### src/rtl/aud_txq_pkg.sv
package aud_txq_pkg;
  localparam int ADDR_W = 2;
  localparam logic [ADDR_W-1:0] A_CTRL = 2'd0;
  localparam logic [ADDR_W-1:0] A_DATA = 2'd1;
  localparam logic [ADDR_W-1:0] A_CFG  = 2'd2;

  // control word bit positions
  localparam int B_EN    = 0;
  localparam int B_DMA   = 1;
  localparam int B_FLUSH = 2;
  localparam int B_SRST  = 3;
  localparam int B_IE    = 8;
  localparam int B_FLAG  = 16;

  // flag vector order: 0 word-start, 1 frame error, 2 underrun, 3 empty, 4 request
  localparam int NFLAG   = 5;
  localparam int NSTICKY = 3;

  typedef struct packed {
    logic                 en;
    logic                 dma;
    logic                 flush;
    logic                 srst;
    logic [NFLAG-1:0]     ie;
    logic [NSTICKY-1:0]   clr;
  } ctrl_wr_t;
endpackage

### src/rtl/aud_txq_store.sv
module aud_txq_store #(
  parameter int DW    = 32,
  parameter int DEPTH = 32,
  localparam int AW   = $clog2(DEPTH),
  localparam int CW   = $clog2(DEPTH + 1)
) (
  input  logic          clk,
  input  logic          rst_all,
  input  logic          clr,
  input  logic          push,
  input  logic [DW-1:0] push_data,
  input  logic          pop,
  output logic [DW-1:0] pop_data,
  output logic [CW-1:0] count
);
  logic [DW-1:0] mem [DEPTH];
  logic [AW-1:0] wr_ptr, rd_ptr;
  logic          has_data;

  assign has_data = (count != '0);

  always_ff @(posedge clk) begin
    if (push) mem[wr_ptr] <= push_data;
  end

  always_ff @(posedge clk) begin
    if (clr) begin
      wr_ptr <= '0;
      rd_ptr <= '0;
      count  <= '0;
    end else begin
      if (push) wr_ptr <= wr_ptr + AW'(1);
      if (pop && has_data) rd_ptr <= rd_ptr + AW'(1);
      count <= count + CW'(push) - CW'(pop && has_data);
    end
  end

  always_ff @(posedge clk) begin
    if (rst_all) pop_data <= '0;
    else if (pop) pop_data <= has_data ? mem[rd_ptr] : '0;
  end

  AST_NO_OVERFLOW: assert property (@(posedge clk) disable iff (rst_all)
    count <= CW'(DEPTH));
  AST_UNDERRUN_ZERO: assert property (@(posedge clk) disable iff (rst_all)
    (pop && !has_data && !clr) |=> (pop_data == '0));
endmodule

### src/rtl/aud_txq_csr.sv
module aud_txq_csr
  import aud_txq_pkg::*;
#(
  parameter int DW  = 32,
  parameter int CW  = 6,
  parameter int WMW = 5
) (
  input  logic              clk,
  input  logic              rst,
  input  logic              ctrl_we,
  input  ctrl_wr_t          ctrl_wd,
  input  logic              cfg_we,
  input  logic [WMW-1:0]    cfg_wm,
  input  logic [ADDR_W-1:0] rd_addr,
  output logic [DW-1:0]     rd_data,
  input  logic              ser_frame_end,
  input  logic              ser_fs_err,
  input  logic              pop_ok,
  input  logic [CW-1:0]     fifo_count,
  output logic              flush_o,
  output logic              srst_o,
  output logic              en_run_o,
  output logic              irq_o,
  output logic              dma_req_o
);
  logic                soft_q, en_sw_q, en_run_q, dma_en_q;
  logic [NFLAG-1:0]    ie_q;
  logic [NSTICKY-1:0]  sticky_q, sticky_n;
  logic [WMW-1:0]      wm_q;
  logic [NFLAG-1:0]    flags;
  logic                req_live, empty_live, en_sw_n;
  logic [DW-1:0]       ctrl_view, view;

  assign srst_o     = soft_q | (ctrl_we & ctrl_wd.srst);
  assign flush_o    = ctrl_we & ctrl_wd.flush & ~srst_o;
  assign en_run_o   = en_run_q;
  assign empty_live = (fifo_count == '0);
  assign req_live   = (fifo_count <= CW'(wm_q));
  assign flags      = {req_live, empty_live, sticky_q};
  assign en_sw_n    = ctrl_we ? ctrl_wd.en : en_sw_q;

  always_comb begin
    sticky_n = sticky_q;
    if (ctrl_we) sticky_n = sticky_n & ~ctrl_wd.clr;
    if (pop_ok) sticky_n[0] = 1'b1;
    if (ser_fs_err && en_run_q) sticky_n[1] = 1'b1;
    if (pop_ok && empty_live) sticky_n[2] = 1'b1;
  end

  always_comb begin
    ctrl_view = '0;
    ctrl_view[B_EN]   = en_run_q;
    ctrl_view[B_DMA]  = dma_en_q;
    ctrl_view[B_SRST] = soft_q;
    ctrl_view[B_IE +: NFLAG]   = ie_q;
    ctrl_view[B_FLAG +: NFLAG] = flags;
    case (rd_addr)
      A_CTRL:  view = ctrl_view;
      A_CFG:   view = DW'(wm_q);
      default: view = '0;
    endcase
  end

  always_ff @(posedge clk) begin
    if (rst) begin
      rd_data <= '0;
      soft_q  <= 1'b0;
    end else begin
      rd_data <= view;
      if (srst_o) soft_q <= ctrl_we ? ctrl_wd.srst : 1'b1;
    end
  end

  always_ff @(posedge clk) begin
    if (rst || srst_o) begin
      en_sw_q   <= 1'b0;
      en_run_q  <= 1'b0;
      dma_en_q  <= 1'b0;
      ie_q      <= '0;
      sticky_q  <= '0;
      wm_q      <= '0;
      irq_o     <= 1'b0;
      dma_req_o <= 1'b0;
    end else begin
      irq_o     <= |(flags & ie_q);
      dma_req_o <= dma_en_q & req_live;
      en_sw_q   <= en_sw_n;
      en_run_q  <= en_sw_n | (en_run_q & ~ser_frame_end);
      sticky_q  <= sticky_n;
      if (ctrl_we) begin
        dma_en_q <= ctrl_wd.dma;
        ie_q     <= ctrl_wd.ie;
      end
      if (cfg_we) wm_q <= cfg_wm;
    end
  end

  AST_FLUSH_EMPTIES: assert property (@(posedge clk) disable iff (rst)
    flush_o |=> (fifo_count == '0));
  AST_STOP_WAITS_FRAME: assert property (@(posedge clk) disable iff (rst)
    (en_run_q && !ser_frame_end && !srst_o) |=> en_run_q);
  AST_SOFT_QUIET: assert property (@(posedge clk) disable iff (rst)
    soft_q |-> (!irq_o && !dma_req_o && fifo_count == '0));
  AST_DMA_GATED: assert property (@(posedge clk) disable iff (rst)
    !dma_en_q |=> !dma_req_o);
  AST_IRQ_MASKED: assert property (@(posedge clk) disable iff (rst)
    (ie_q == '0) |=> !irq_o);
endmodule

### src/rtl/aud_txq_top.sv
module aud_txq_top
  import aud_txq_pkg::*;
#(
  parameter int DW    = 32,
  parameter int DEPTH = 32,
  parameter int WMW   = 5,
  localparam int CW   = $clog2(DEPTH + 1)
) (
  input  logic              clk,
  input  logic              rst,
  input  logic              bus_we,
  input  logic [ADDR_W-1:0] bus_addr,
  input  logic [DW-1:0]     bus_wdata,
  output logic [DW-1:0]     bus_rdata,
  input  logic              ser_pop,
  input  logic              ser_frame_end,
  input  logic              ser_fs_err,
  output logic [DW-1:0]     ser_data,
  output logic              xfer_active,
  output logic              irq,
  output logic              dma_req
);
  logic          ctrl_we, cfg_we, flush, srst_now, en_run, pop_ok, push;
  logic [CW-1:0] count;
  ctrl_wr_t      cwd;

  assign ctrl_we = bus_we && (bus_addr == A_CTRL);
  assign cfg_we  = bus_we && (bus_addr == A_CFG);
  assign cwd.en    = bus_wdata[B_EN];
  assign cwd.dma   = bus_wdata[B_DMA];
  assign cwd.flush = bus_wdata[B_FLUSH];
  assign cwd.srst  = bus_wdata[B_SRST];
  assign cwd.ie    = bus_wdata[B_IE +: NFLAG];
  assign cwd.clr   = bus_wdata[B_FLAG +: NSTICKY];

  assign push   = bus_we && (bus_addr == A_DATA) && !srst_now && (count != CW'(DEPTH));
  assign pop_ok = ser_pop && en_run && !flush && !srst_now;
  assign xfer_active = en_run;

  aud_txq_store #(.DW(DW), .DEPTH(DEPTH)) u_store (
    .clk       (clk),
    .rst_all   (rst | srst_now),
    .clr       (rst | srst_now | flush),
    .push      (push),
    .push_data (bus_wdata),
    .pop       (pop_ok),
    .pop_data  (ser_data),
    .count     (count)
  );

  aud_txq_csr #(.DW(DW), .CW(CW), .WMW(WMW)) u_csr (
    .clk           (clk),
    .rst           (rst),
    .ctrl_we       (ctrl_we),
    .ctrl_wd       (cwd),
    .cfg_we        (cfg_we),
    .cfg_wm        (bus_wdata[WMW-1:0]),
    .rd_addr       (bus_addr),
    .rd_data       (bus_rdata),
    .ser_frame_end (ser_frame_end),
    .ser_fs_err    (ser_fs_err),
    .pop_ok        (pop_ok),
    .fifo_count    (count),
    .flush_o       (flush),
    .srst_o        (srst_now),
    .en_run_o      (en_run),
    .irq_o         (irq),
    .dma_req_o     (dma_req)
  );

  initial begin
    AST_DEPTH_POW2: assert ((DEPTH & (DEPTH - 1)) == 0);
  end
endmodule

### config.mk
export PLATFORM = sky130hd
export DESIGN_NAME = aud_txq_top
export DESIGN_NICKNAME = d
export VERILOG_FILES = /design/src/rtl/aud_txq_pkg.sv /design/src/rtl/aud_txq_store.sv /design/src/rtl/aud_txq_csr.sv /design/src/rtl/aud_txq_top.sv
export SDC_FILE = /design/constraint.sdc
export NUM_CORES = 1
export LEC_CHECK = 0
export BUFFER_PORTS_ARGS = -buffer_cell sky130_fd_sc_hd__buf_2
export CAP_MARGIN = 20
export CORE_MARGIN = 2
export CORE_UTILIZATION = 55
export CTS_CLUSTER_SIZE = 24
export DETAILED_ROUTE_END_ITERATION = 16
export HOLD_SLACK_MARGIN = 0.12
export MAX_ROUTING_LAYER = met4
export PLACE_DENSITY = 0.74
export SLEW_MARGIN = 20
export SYNTH_ARGS = -nofsm -noshare
export SYNTH_HDL_FRONTEND = slang
export SYNTH_SLANG_ARGS = --single-unit
### constraint.sdc
create_clock -name clk -period 3.15 [get_ports clk]
set_clock_uncertainty 0.05 [all_clocks]
set_input_delay 0.315 -clock clk [delete_from_list [all_inputs] [get_ports clk]]
set_output_delay 0.315 -clock clk [all_outputs]
set_load 0.02 [all_outputs]
## After elaboration in Yosys (flattened, before gate mapping)

Memories as Yosys holds them, arrays and structs flattened. A register that Yosys moved wholly into a read port is not among the register bits.
Cells that the tools add are included.

- Flip-flop bits (word level): 99
- Latch bits: 0
- Bits in writable memories: 1024
- ROM bits: 0
- Input bits: 40
- Output and inout port bits: 67
- Memories kept: 1

Memory list:

| name | depth | width | read ports | clocked after Yosys merged registers in | write ports | RTL line | text |
|---|---|---|---|---|---|---|---|
| u_store.mem | 32 | 32 | 1 | 1 | 1 | aud_txq_store.sv:16 | `logic [DW-1:0] mem [DEPTH];` |

- Add/sub/neg operators: 4
- Multiply operators: 0
- Div/mod/pow operators: 0
- Magnitude comparators: 1
- Equal/unequal tests: 3
- Shifts and indexed selects: 0
- Muxes and demuxes: 12
- Bitwise gates (word level): 14
- Reduce and logical (&&, ||, !) cells: 21

Operators with widths:

| cell | number |
|---|---|
| 21-bit case mux with 2 select lines | 1 |
| 32-bit two-way mux | 1 |
| 1-bit logical AND | 11 |
| 5-bit by 1-bit adder with 5-bit output (second input constant) | 2 |
| 5-bit two-way mux | 2 |
| 1-bit two-way mux | 7 |
| 6-bit by 1-bit adder with 6-bit output | 1 |
| 6-bit by 5-bit less-or-equal comparator with 1-bit output | 1 |
| 6-bit zero test | 1 |
| 6-bit != test (second input constant) | 1 |
| 2-bit nonzero test | 3 |
| 6-bit nonzero test | 1 |
| 6-bit by 1-bit subtractor with 6-bit output | 1 |
| 1-bit AND | 5 |
| 5-bit AND | 1 |
| 5-bit OR reduction | 1 |
| 1-bit OR | 4 |
| 3-bit AND | 1 |
| 3-bit two-way mux | 1 |
| 3-bit NOT | 1 |
| 2-bit by 1-bit == test with 1-bit output (second input constant) | 1 |
| 2-bit == test (second input constant) | 1 |
| 1-bit zero test | 2 |
| 2-bit zero test | 1 |
| 2 further kinds | 3 |

## Longest topological paths before layout

- Word-level depth: 12
- Mapped depth: 13
- Mapped depth without buffers: 13

## By module

A second synthesis with hierarchy kept.

- Cell total of the unflattened synthesis: 2221
- Area, all modules: 42932.4 um2

By module, submodules not included:

| module | instances | cells an instance | area each (um2) | seq. area each (um2) |
|---|---|---|---|---|
| aud_txq_store | 1 | 2068 | 41436.0 | 31810.5 |
| aud_txq_csr | 1 | 142 | 1432.6 | 680.7 |
| aud_txq_top | 1 | 11 | 63.8 | 0.0 |

## Worst setup path after synthesis

OpenSTA, ideal clock, no wires.

- Path kind: input to register
- Start: in bus_addr[1]
- End: mem u_store.mem[31][0] (enable)
- Arrival: 2.732 ns
- Slack: -0.053 ns
- Stages: 5
- Cell sequence: buf_2 > nand4bb_1 > a41oi_2 > nand2_1 > nor2_1

- Longest elaborated chain between the ends: 9
- Elaborated cells on any way between the ends: 11
- Classes of those cells: 1 x eq/ne; 2 x mux; 2 x bitwise; 6 x reduce/logical

Ends and longest elaborated chain:

| what | RTL line | text |
|---|---|---|
| start: declaration | aud_txq_top.sv:12 | `input logic [ADDR_W-1:0] bus_addr,` |
| 2-bit zero test | aud_txq_top.sv:27 | `assign ctrl_we = bus_we && (bus_addr == A_CTRL);` |
| 1-bit logical AND | aud_txq_top.sv:27 |  |
| 1-bit AND | aud_txq_csr.sv:34 | `assign srst_o = soft_q \| (ctrl_we & ctrl_wd.srst);` |
| 1-bit OR | aud_txq_csr.sv:34 |  |
| 1-bit zero test | aud_txq_top.sv:36 | `assign push = bus_we && (bus_addr == A_DATA) && !srst_now && (count != CW'(DEPTH));` |
| 1-bit logical AND * (2 in series) | aud_txq_top.sv:36 |  |
| net push | aud_txq_top.sv:23 | `logic ctrl_we, cfg_we, flush, srst_now, en_run, pop_ok, push;` |
| 1-bit two-way mux * | aud_txq_store.sv:23 | `if (push) mem[wr_ptr] <= push_data;` |
| 1-bit two-way mux (implied by the code) * | aud_txq_store.sv:23 |  |
| end: declaration | aud_txq_store.sv:16 |  |

Mark *: on every way through the listed nets, which the timed path passes. The rest lies on a longest branch.

## Final worst setup path

- Start: reg u_store.count[2]
- End: reg u_store.count[5]

- Longest elaborated chain between the ends: 4
- Elaborated cells on any way between the ends: 6
- Classes of those cells: 2 x add/sub; 1 x eq/ne; 3 x reduce/logical

Ends and longest elaborated chain:

| what | RTL line | text |
|---|---|---|
| start: declaration | aud_txq_store.sv:14 | `output logic [CW-1:0] count` |
| start signal: assignment | aud_txq_store.sv:34 | `count <= count + CW'(push) - CW'(pop && has_data);` |
| 6-bit != test | aud_txq_top.sv:36 |  |
| 1-bit logical AND | aud_txq_top.sv:36 |  |
| 6-bit by 1-bit adder with 6-bit output | aud_txq_store.sv:34 |  |
| 6-bit by 1-bit subtractor with 6-bit output * | aud_txq_store.sv:34 |  |

Mark *: on every way between the ends. The rest lies on a longest branch, timed or not.
A chain may end at the register's enable or synchronous reset.

==> results by group <==
Setup path
  • CP endpoint kind: flip-flop
  • CP cell instances: inv_1, ha_1, and4bb_2, a211oi_2, ha_1, inv_1, ha_1, a21o_1, a21oi_1, o21bai_1, a2111o_1, o21ai_0
  • CP max stage cell: a2111o_1
  • WP data arrival: 3.36 ns
  • Worst Setup SP: u_store.count[2]
  • Most frequent CP cell: ha_1
  • Critical Path Sink: u_store.count[5]
  • Crit-path max FO: 3
  • FF-to-FF Start: u_store.count[2]
  • Flop-to-flop setup slack: 0.33 ns
  • Crit start category: flip-flop
  • WS Path Type: reg2reg
  • Reg2reg path depth: 12
  • Crit-path max cell delay: 0.42 ns
  • Critical Path RT: 3.69 ns
  • Worst r2r dst: u_store.count[5]

Drt
  • Antenna viol nets, final: 0
  • Via density: 6.32
  • Routed wire length: 99,800 um
  • # DRC: 0
  • DR pass1 iterations: 6
  • DR WL/cell: 29.2 um
  • Vias: 21.6k
  • 1st-iter DRT viols: 2,649

Power
  • Static leakage: 0.0152 uW
  • VDD IR-drop max: 0.512 mV
  • Sw frac: 0.199
  • Internal power: 24,200 uW
  • Clock network fraction of total power: 0.428
  • Logic pwr share: 0.036
  • Sequential Power Share: 0.535
  • P per Cell Area: 621 mW/mm2
  • Switch Pwr: 6020 uW

Floorplanning
  • Chip width: 283 um
  • Initial Util: 0.554
  • DIE AREA: 0.0800 mm2
  • Num ports: 107
  • Core area: 0.0772 mm2
  • DIE HEIGHT: 283 um
  • Num rows: 102

Clocking
  • CTS Sinks: 1,111
  • CTS root buffer: clkbuf_16
  • CTS Buf Count: 101
  • Clock transition at the registers of the reported paths: 0.07 ns
  • Post-CTS setup buffers: 0
  • Clock Latency Late Sink: 0.66 ns
  • CTS tree: done
  • H-tree lvl count: 3
  • Clock tree buffer depth: 3

Cells and area
  • Area occupied by multi-input gates: 0.00966 mm2
  • Final net count: 2,342
  • Layout area overhead: 14.0%
  • Final core utilization: 0.631
  • Share of cells above drive strength 1: 0.283
  • Fill count: 5,002
  • Sequential Area: 0.0325 mm2

STA
  • Hold_ws: 0.134 ns
  • Tmin final: 2.82 ns
  • RSZ-0062 raised after global routing: no
  • Setup TNS: 0 ns
  • Setup violators final: 0
  • Fin crit share: 0.896
  • Worst-margin pin slew: 0.817 ns
  • Maximum clock rate: 0.354 GHz
  • Max_slew headroom: 0.454
  • Max Slew Vio Count: 0
  • Fin. Hold Viols: 0

Placement
  • Final RePlAce weighted congestion: 0.827
  • Port bufs: 89
  • DPL Wire Length: 58,300 um

Yosys
  • Sequential area share after synthesis: 0.760
  • Synth top area share: 0.719
  • Area contributors post-synth: edfxtp_1, mux4_2, dfxtp_1
  • Main flop type after synthesis: edfxtp_1
  • Cell count after synthesis: 2,072
  • Unique masters post-synth: 60
  • Syn avg cell area: 20.6 um2
  • Yosys reg bits: 1,111
  • Synthesized cell area: 0.0428 mm2
  • Post-synth top area cell: edfxtp_1
  • Most frequent cell after synthesis: edfxtp_1
  • Asr flop ratio synth: 0
  • Synth top cells by count: edfxtp_1, mux4_2, dfxtp_1, mux2i_1, nor2_1
  • Ys Warns: 0
  • Number of flops mapped to enable cells by yosys: 1,024

Global route
  • Largest net degree at the start of global routing: 72
  • Total Routing Usage GR: 0.262
  • First-pass GRT wire length: 146,000 um
  • Initial antenna violation count: 5
  • Congestion Overflow GR: 0
  • Vias in the first global route: 21.8k

Min path
  • Hold depth: 1
  • HP Class: in2reg

Job
  • Max-cap violations: 0

Status
  • Run status: complete, no violations
==> state kept, by name, summed over array words and instances (netlist names), 3 cells and up, named ones only <==
name / count
u_csr.sticky_q: 3
u_store.mem: 1024
u_store.count: 6
u_csr.wm_q: 5
u_csr.rd_data: 15
u_store.pop_data: 32
u_csr.ie_q: 5
u_store.wr_ptr: 5
u_store.rd_ptr: 5
==> cell families (layout without fill, tap and decap cells) <==
family | after synthesis | after routing | synth area share
flip-flops | 1111 | 1111 | 0.760
adder cells (fa/ha/maj) | 20 | 20 | 0.00603
buffers and inverters | 171 | 451 | 0.0219
AND/OR/NAND/NOR | 205 | 205 | 0.0231
other | 1 | 21 | 0.0000877
XOR/XNOR | 11 | 11 | 0.00225
multiplexers | 345 | 345 | 0.150
AO/OA/AOI/OAI | 208 | 208 | 0.0365
==> how the worst min path moves through the flow <==
stage	from	to	slack [ns]
after global routing	bus_wdata[14]	u_store.mem[28][14]	0.15
after floorplan	rst	u_csr.soft_q	0.33
final	bus_wdata[14]	u_store.mem[29][14]	0.13
after CTS	bus_wdata[14]	u_store.mem[0][14]	0.12
after detailed placement	u_csr.ie_q[0]	u_csr.ie_q[0]	0.41
after global placement	u_csr.en_sw_q	u_csr.en_sw_q	0.40
==> per-stage QoR <==
stage                     cell area, um2  power (uW)  setup WS [ns]  cells
final                              48700       30300          0.328   3412
after global routing               48700       31000          0.141   3412
after CTS                          48700       30400          0.244   3408
after detailed placement           45000       17600          0.305   3203
after global placement             45000       17500          0.351   3203
after floorplan                    42800       17100        -0.0529   2088
==> worst max-delay path: cells and delay by family, from the launching register on <==
kind | cells | cell delay [ns]
flops | 1 | 0.38
buf+inv | 2 | 0.14
fa+ha+maj | 3 | 0.71
simple gates | 1 | 0.26
compound gates | 6 | 1.23
==> metal layers <==
layer	share of wire	global-route usage
met1	0.39	0.355
met3	0.086	0.0429
met2	0.49	0.410
met4	0.030	0.0886
met5	0	-
==> cell type report <==
cell class | count | share of cell area
well taps | 1040 | 0.0267
diodes | 4 | 0.000205
inverters | 48 | 0.00370
repair buffers | 214 | 0.0320
clock inverters | 63 | 0.0168
clock buffers | 126 | 0.0557
flip-flops and latches | 1111 | 0.667
multi-input cells | 806 | 0.198
==> power groups by stage <==
stage / clock network, uW / logic [uW] / registers, uW
global route: 13700 / 1190 / 16200
CTS: 13100 / 1080 / 16200
detailed placement: 0 / 1060 / 16500
finish: 13000 / 1100 / 16200
floorplan: 0 / 532 / 16500
global placement: 0 / 1010 / 16500
==> cells in the final DEF (no fill, tap or decap), drive strengths merged, types with 20 or more instances in the layout <==
cell,n
clkbuf,126
mux4,236
nor2b,21
buf,198
o22ai,33
nand2,61
inv,49
clkinv,36
a211oi,37
mux2i,87
dfxtp,87
mux2,22
nor2,69
bufinv,20
edfxtp,1024
a21oi,46
==> repair_timing <==
action | in CTS | in global routing
gates resized for setup | 0 | 1
endpoints found under the setup margin | 0 | 1
hold buffers | 16 | 0
hold endpoints to repair | 211 | 0
(Power assumes the default switching activity.)
